`src/rtl/ledpat_pkg.sv`:
```
package ledpat_pkg;

  typedef enum logic [1:0] {
    ST_EMPTY    = 2'd0,
    ST_CHARGING = 2'd1,
    ST_MAINT    = 2'd2,
    ST_FAULT    = 2'd3
  } cellStat_e;

  typedef enum logic [1:0] {
    DISP_LOW  = 2'd0,
    DISP_OPEN = 2'd1,
    DISP_HIGH = 2'd2,
    DISP_ALT  = 2'd3
  } dispSel_e;

  typedef enum logic [2:0] {
    PAT_OFF,
    PAT_ON,
    PAT_LONG,
    PAT_HALF,
    PAT_FAST
  } patKind_e;

  // strobes from control to datapath
  typedef struct packed {
    logic restart;
    logic advance;
  } phaseStrobe_t;

  function automatic patKind_e selectPattern(cellStat_e st, dispSel_e dm);
    patKind_e pk;
    pk = PAT_OFF;
    unique case (dm)
      DISP_LOW: begin
        unique case (st)
          ST_EMPTY:    pk = PAT_OFF;
          ST_CHARGING: pk = PAT_ON;
          ST_MAINT:    pk = PAT_LONG;
          ST_FAULT:    pk = PAT_HALF;
        endcase
      end
      DISP_HIGH: begin
        unique case (st)
          ST_EMPTY:    pk = PAT_OFF;
          ST_CHARGING: pk = PAT_LONG;
          ST_MAINT:    pk = PAT_ON;
          ST_FAULT:    pk = PAT_FAST;
        endcase
      end
      DISP_OPEN, DISP_ALT: begin
        unique case (st)
          ST_EMPTY:    pk = PAT_OFF;
          ST_CHARGING: pk = PAT_ON;
          ST_MAINT:    pk = PAT_OFF;
          ST_FAULT:    pk = PAT_FAST;
        endcase
      end
    endcase
    return pk;
  endfunction

endpackage

```
`src/rtl/ledpat_ctrl.sv`:
```
module ledpat_ctrl
  import ledpat_pkg::*;
(
  input  logic         clk,
  input  logic         rstN,
  input  logic         slotTick,
  input  cellStat_e    status,
  input  dispSel_e     mode,
  output phaseStrobe_t strobe
);

  cellStat_e statusQ;
  dispSel_e  modeQ;
  logic      changed;

  always_ff @(posedge clk) begin
    if (!rstN) begin
      statusQ <= ST_EMPTY;
      modeQ   <= DISP_LOW;
    end else begin
      statusQ <= status;
      modeQ   <= mode;
    end
  end

  assign changed = (status != statusQ) || (mode != modeQ);

  // restart dominates a coincident tick
  always_comb begin
    strobe.restart = changed;
    strobe.advance = slotTick && !changed;
  end

endmodule

```
`src/rtl/ledpat_datapath.sv`:
```
module ledpat_datapath
  import ledpat_pkg::*;
#(
  parameter int FRAME_SLOTS    = 6,
  parameter int LONG_LOW_SLOTS = 5,
  parameter int HALF_LOW_SLOTS = 3
) (
  input  logic         clk,
  input  logic         rstN,
  input  cellStat_e    status,
  input  dispSel_e     mode,
  input  phaseStrobe_t strobe,
  output logic         pullLow
);

  localparam int PW = (FRAME_SLOTS > 1) ? $clog2(FRAME_SLOTS) : 1;
  localparam logic [PW-1:0] LAST_PHASE = PW'(FRAME_SLOTS - 1);
  localparam logic [PW-1:0] LONG_END   = PW'(LONG_LOW_SLOTS);
  localparam logic [PW-1:0] HALF_END   = PW'(HALF_LOW_SLOTS);

  logic [PW-1:0] phase, phaseNext;
  patKind_e      kind;
  logic          lowNext;

  always_comb begin
    phaseNext = phase;
    if (strobe.restart)
      phaseNext = '0;
    else if (strobe.advance)
      phaseNext = (phase == LAST_PHASE) ? '0 : phase + 1'b1;
  end

  assign kind = selectPattern(status, mode);

  always_comb begin
    unique case (kind)
      PAT_OFF:  lowNext = 1'b0;
      PAT_ON:   lowNext = 1'b1;
      PAT_LONG: lowNext = (phaseNext < LONG_END);
      PAT_HALF: lowNext = (phaseNext < HALF_END);
      PAT_FAST: lowNext = !phaseNext[0];
      default:  lowNext = 1'b0;
    endcase
  end

  always_ff @(posedge clk) begin
    if (!rstN) begin
      phase   <= '0;
      pullLow <= 1'b0;
    end else begin
      phase   <= phaseNext;
      pullLow <= lowNext;
    end
  end

endmodule

```
`src/rtl/led_status_pattern.sv`:
```
module led_status_pattern
  import ledpat_pkg::*;
#(
  parameter int NUM_LEDS       = 2,
  parameter int FRAME_SLOTS    = 6,
  parameter int LONG_LOW_SLOTS = 5,
  parameter int HALF_LOW_SLOTS = 3
) (
  input  logic                  clk,
  input  logic                  rstN,
  input  logic                  slotTick,
  input  logic                  seriesMode,
  input  logic [1:0]            dispMode,
  input  logic [2*NUM_LEDS-1:0] cellStatus,
  output logic [NUM_LEDS-1:0]   ledPullLow
);

  logic [NUM_LEDS-1:0] chLow;

  for (genvar i = 0; i < NUM_LEDS; i++) begin : g_ch
    phaseStrobe_t strobe;
    cellStat_e    st;
    dispSel_e     dm;

    assign st = cellStat_e'(cellStatus[2*i +: 2]);
    assign dm = dispSel_e'(dispMode);

    ledpat_ctrl u_ctrl (
      .clk     (clk),
      .rstN    (rstN),
      .slotTick(slotTick),
      .status  (st),
      .mode    (dm),
      .strobe  (strobe)
    );

    ledpat_datapath #(
      .FRAME_SLOTS   (FRAME_SLOTS),
      .LONG_LOW_SLOTS(LONG_LOW_SLOTS),
      .HALF_LOW_SLOTS(HALF_LOW_SLOTS)
    ) u_dp (
      .clk    (clk),
      .rstN   (rstN),
      .status (st),
      .mode   (dm),
      .strobe (strobe),
      .pullLow(chLow[i])
    );

    if (i == 0) begin : g_lead
      assign ledPullLow[i] = chLow[i];
    end else begin : g_follow
      assign ledPullLow[i] = chLow[i] && !seriesMode;
    end
  end

endmodule

```
`config.mk`:
```
export PLATFORM = sky130hd
export DESIGN_NAME = led_status_pattern
export DESIGN_NICKNAME = d
export VERILOG_FILES = /design/src/rtl/ledpat_pkg.sv /design/src/rtl/ledpat_ctrl.sv /design/src/rtl/ledpat_datapath.sv /design/src/rtl/led_status_pattern.sv
export SDC_FILE = /design/constraint.sdc
export NUM_CORES = 1
export LEC_CHECK = 0
export CAP_MARGIN = 30
export CORE_ASPECT_RATIO = 2
export CORE_MARGIN = 2
export CORE_UTILIZATION = 30
export CTS_CLUSTER_SIZE = 14
export DETAILED_ROUTE_END_ITERATION = 10
export PLACE_DENSITY_LB_ADDON = 0.1
export SLEW_MARGIN = 30
export SYNTH_ARGS = -nofsm -noshare
export SYNTH_HDL_FRONTEND = slang
export SYNTH_SLANG_ARGS = --single-unit
```
`constraint.sdc`:
```
create_clock -name clk -period 2.8 [get_ports clk]
set_input_delay 0.28 -clock clk [delete_from_list [all_inputs] [get_ports clk]]
set_output_delay 0.28 -clock clk [all_outputs]
set_load 0.01 [all_outputs]
```
==> flow_summary.yaml, run 1 <==
timing:
  tightest_slew_ns: 0.469
  rsz0062_at_grt: "false"
  max_freq_mhz: 543
  finalCritPeriodShare_pct: 65.8
  hold_ws_ns: 0.504
  slew_viol_final: 0
  hold_violations: 0
  setup_viol: 0
  setup_ws_ns: 0.957
  finalCriticalPeriod_ns: 1.84
  slew_headroom_pct: 68.6
  skew_ns: 0.00148
  finalSetupTns_ns: 0
run:
  maxCapViolations: 0
layout:
  stdcell_count: 143
  area_growth_pct: 16.3
  fin_area_mm2: 0.00102
  num_antenna_cells: 0
  nets: 125
  drive_above_1_share_pct: 8.77
critical_path:
  crit_required_ns: 2.93
  rr_worst_depth: 5
  ff2ff_setup_slack_ns: 1.38
  crit_arrival_ns: 1.97
  crit_type: "in2reg"
  crit_path_end_kind: "register"
  path_max_fanout: 12
  reg2reg_from: "g_ch[0].u_dp.phase[0]$_SDFF_PN0_"
  cp-start-kind: "input pin"
  reg2reg_to: "g_ch[0].u_dp.pullLow$_SDFF_PN0_"
placed_design:
  gp_congestion: 0.828
  dp.cells: 139
  post_dp_cell_area_um2: 970
  io_buffers: 11
  pre_cts_ws_ns: 0.681
  dp.final_hpwl_um: 1400
detailed_routing:
  ant_nets: 0
  viasPerCell: 5.19
  route.detailed.wl_per_inst_um: 12.5
  vias: 742
  drc: 0
  totalWireLength_um: 1780
  dr.pass1.iters: 2
  drt_iter0_drc: 9
run_status:
  outcome: "complete, no violations"
die:
  initial_utilization_pct: 31.8
  pin_count: 12
  die_w_um: 42.3
  core_mm2: 0.00277
  die-area_mm2: 0.00341
  die_y_um: 80.6
  rows: 27
synth:
  syn_nets: 117
  yosysWarnings: 0
  synthCells: 107
  yosysTopAreaCell: "dfxtp_1"
  syn_area_per_cell_um2: 8.23
  synth.area.top_cells: "dfxtp_1 32%, xnor2_1 5.0%, nand2_1 4.7%"
  synth_most_common_cell: "dfxtp_1"
  synth_ff_type: "dfxtp_1"
  async_reset_ff_share_pct: 0
  synth_area_um2: 881
  synth_seq_cells: 14
  synth_seq_area_share_pct: 31.8
  synth_top_area_share_pct: 31.8
  synth.distinct_cells: 40
  netlist_top_cells_count: "14 x dfxtp_1, 11 x nand2_1, 11 x nor2_1"
  synth_edf_count: 0
global_routing:
  grt_pass1_vias: 734
  grt-ovfl-total: 0
  grt_usage_pct: 11.5
  grt_max_degree: 13
  antenna_found_initial: 0
  grt_first_pass_wirelength_um: 3000
power_and_ir_drop:
  power.density_mw_per_mm2: 471
  leakage_uw: 0.000362
  irDropWorstVdd_mv: 0.279
min_path:
  whs_endpoint: "g_ch[0].u_dp.phase[2]$_SDFF_PN0_"
  hold_path.class: "reg2reg"
  whs_path_depth: 2
  hp-start: "g_ch[0].u_dp.phase[2]$_SDFF_PN0_"
clocking:
  cts_setup_buffers: 0
  ctsHoldBuffers: 0
  cts_sinks: 14
  insertion_delay_ns: 0.24
  ctsResizeCount: 0
  cts-root-buf: "clkbuf_8"
  cts_tree: "done"
  clock_path_buffers: 2
  cts_inserted_buffers: 3
  clkSlewWorstSetupHoldPaths_ns: 0.06
  cts_max_level: 1
==> cells in the final DEF (no fill, tap or decap), types with 4 or more instances in the layout <==
cell,instances
xnor2_1,5
clkbuf_8,4
nand2_1,11
and2_1,6
a21oi_1,6
o21ai_0,4
dfxtp_1,14
inv_1,4
nor2_1,11
clkdlybuf4s50_1,11
==> power breakdown <==
group / switching (uW) / internal [uW] / total, uW
logic: 39.0 / 37.7 / 76.7
registers: 3.87 / 207 / 211
clock network: 71.3 / 124 / 196
total: 114 / 369 / 483
==> routing by layer <==
layer	track usage (%)	vias to the layer above	share of wire [%]
met5	0	-	0
met4	7.50	0	2.8
met3	1.80	7	3.2
met2	20.9	14	54
met1	11.7	334	40
li1	-	387	-
==> cell type report <==
type                    count  area (um2)
well taps                  29        36.3
inverters                   4        15.0
multi-input cells          81         528
flip-flops and latches     14         280
clock buffers               4        55.1
repair buffers             11         110
fillers                   292        1750
==> stage by stage <==
stage               total power [uW]  utilization (%)
detailed placement               292             35.0
floorplan                        271                -
CTS                              490             37.0
finish                           483             37.0
global route                     510             37.0
global placement                 293             35.0
==> kinds of logic after synthesis <==
kind of cell	count (synthesis)	share of synthesized area [%]
compound gates	26	20.5
buf+inv	12	8.24
flops	14	31.8
xor+xnor	8	8.81
simple gates	45	28.4
mux	2	2.27
==> worst max-delay path, stage by stage <==
cell,delay [ns]
clkdlybuf4s50_1,0.76
xnor2_1,0.19
nand4_1,0.21
a211o_1,0.29
a31oi_1,0.17
nor3_2,0.06
==> worst max path at each step <==
stage           startpoint                         endpoint  slack (ns)  depth (start not counted)
2_1_floorplan  dispMode[0]  g_ch[0].u_dp.pullLow$_SDFF_PN0_        1.48                          6
3_3_place_gp   dispMode[1]  g_ch[0].u_dp.pullLow$_SDFF_PN0_        0.69                          6
3_5_place_dp   dispMode[1]  g_ch[0].u_dp.pullLow$_SDFF_PN0_        0.68                          6
4_1_cts        dispMode[1]  g_ch[0].u_dp.pullLow$_SDFF_PN0_        0.95                          6
5_1_grt        dispMode[1]  g_ch[0].u_dp.pullLow$_SDFF_PN0_        0.83                          6
6_report       dispMode[1]  g_ch[0].u_dp.pullLow$_SDFF_PN0_        0.96                          6
==> flip-flops by register name, indices dropped and copies added (netlist names) <==
signal,cells
g_ch.u_dp.pullLow,2
g_ch.u_ctrl.statusQ,4
g_ch.u_ctrl.modeQ,2
g_ch.u_dp.phase,6
(Power assumes the default switching activity.)
==> run 2, diff against run 1 <==
==> constraint.sdc (replaced) <==
create_clock -name clk -period 1.6 [get_ports clk]
set_input_delay 0.16 -clock clk [delete_from_list [all_inputs] [get_ports clk]]
set_output_delay 0.16 -clock clk [all_outputs]
set_load 0.01 [all_outputs]
==> run 2 against run 1 <==
Compared with the run above: sequential power grew 75%; cell count up 14%; clock skew increased by 0.0026 ns; routed wire length rose by 22%; critical endpoint unchanged; largest power group unchanged.
==> flow_summary.yaml, run 2 (synthesis results as in run 1) <==
run_status:
  outcome: "complete, no violations"
detailed_routing:
  ant_nets: 0
  vias: 849
  dr.pass1.iters: 4
  drt-met1-wl_um: 857
  drc: 0
  totalWireLength_um: 2180
  route.detailed.wl_per_inst_um: 13.4
  wl_met2_um: 1130
  dr.max_layer_used: "met4"
  drt_iter0_drc: 37
  viasPerCell: 5.21
  wl_met3_um: 72
layout:
  num_antenna_cells: 0
  nets: 145
  fin_util_pct: 43.4
  area_growth_pct: 36.5
  layout_commonest_cell: "buf_4"
  regMostFlops: "g_ch.u_dp.phase"
  largestRegisters: "g_ch.u_dp.phase: 6 flops, g_ch.u_ctrl.statusQ: 4 flops"
  layout_common_cells: "20 x buf_4, 14 x dfxtp_1, 11 x nor2_1, 11 x nand2_1, 7 x clkdlybuf4s50_1"
  drive_above_1_share_pct: 25.4
  largest_register_ffs: 6
timing:
  tightest_slew_ns: 0.353
  finalSetupTns_ns: 0
  skew_ns: 0.00404
  setup_viol: 0
  finalCriticalPeriod_ns: 1.46
  finalCritPeriodShare_pct: 91.5
  hold_violations: 0
  slew_viol_final: 0
  rsz0062_at_grt: "false"
  max_freq_mhz: 683
  slew_headroom_pct: 76.4
power_and_ir_drop:
  leakage_uw: 0.000495
  power.density_mw_per_mm2: 744
  irDropWorstVdd_mv: 0.421
clocking:
  cts_sinks: 14
  cts-root-buf: "clkbuf_8"
  clkSlewWorstSetupHoldPaths_ns: 0.06
  clock_path_buffers: 2
  insertion_delay_ns: 0.25
  cts_tree: "done"
  cts_max_level: 1
  cts_inserted_buffers: 3
placed_design:
  dp.final_hpwl_um: 1710
  io_buffers: 11
  gp_congestion: 0.886
critical_path:
  crit_type: "in2reg"
  cp-start-kind: "input pin"
  crit_required_ns: 1.74
  rr_worst_depth: 5
  crit_arrival_ns: 1.60
  ff2ff_setup_slack_ns: 0.19
  crit_path_end_kind: "register"
  path_max_fanout: 6
run:
  maxCapViolations: 0
global_routing:
  antenna_found_initial: 0
  grt_pass1_vias: 829
  grt_usage_pct: 13.7
  grt_max_degree: 12
  grt_first_pass_wirelength_um: 3510
  grt-ovfl-total: 0
die:
  rows: 27
  initial_utilization_pct: 31.8
  die_w_um: 42.3
  core_mm2: 0.00277
  die_y_um: 80.6
  pin_count: 12
  die-area_mm2: 0.00341
min_path:
  hold_path.class: "in2reg"
  whs_path_depth: 2
==> run 2: stage by stage <==
stage                     total power, uW  cells  cell area, um2  hold slack (ns)  setup slack, ns
after global placement                548    159            1120            0.483           -0.274
after detailed placement              550    159            1120            0.502           -0.290
final                                 894    163            1200            0.316            0.137
after floorplan                       474    107             881            0.282            0.316
after CTS                             902    163            1180            0.467          0.00533
after global routing                  938    163            1200            0.339            0.107
==> run 2: what timing repair did <==
action	in CTS	in global routing
pin swaps	1	0
gates resized for setup	2	6
hold buffers	0	0
setup endpoints to repair	1	2
hold endpoints to repair	0	0
setup buffers	0	0
==> run 2: final cells by class <==
| cell class | count | area (um2) |
|---|---|---|
| Inverter | 4 | 15.0 |
| Clock buffer | 4 | 55.1 |
| Tap cell | 29 | 36.3 |
| Fill cell | 287 | 1570 |
| Timing Repair Buffer | 31 | 267 |
| Multi-Input combinational cell | 81 | 549 |
| Sequential cell | 14 | 280 |
==> run 2: routing by layer <==
metal | track usage [%] | up-vias
li1 | - | 425
met2 | 24.9 | 23
met5 | 0 | -
met1 | 13.3 | 390
met4 | 10.9 | 0
met3 | 1.35 | 11
==> run 2: final timing paths <==
| check | startpoint | to |
|---|---|---|
| min reg2reg | g_ch[0].u_dp.phase[2]$_SDFF_PN0_ | g_ch[0].u_dp.phase[2]$_SDFF_PN0_ |
| min | cellStatus[1] | g_ch[0].u_ctrl.statusQ[1]$_SDFF_PN0_ |
| max reg2reg | g_ch[1].u_ctrl.modeQ[0]$_SDFF_PN0_ | g_ch[0].u_dp.pullLow$_SDFF_PN0_ |
| max | slotTick | g_ch[0].u_dp.pullLow$_SDFF_PN0_ |
==> run 2: worst max-delay path, stage by stage <==
cell and delay [ns]:
clkdlybuf4s50_1 0.45, buf_4 0.16, xor2_2 0.19, a211oi_1 0.12, a211o_1 0.29, a31oi_1 0.17, nor3_2 0.06
==> run 2: where the power goes <==
| group | switching, uW | internal (uW) |
|---|---|---|
| combinational | 80.9 | 96.0 |
| clock | 130 | 218 |
| sequential | 7.00 | 362 |
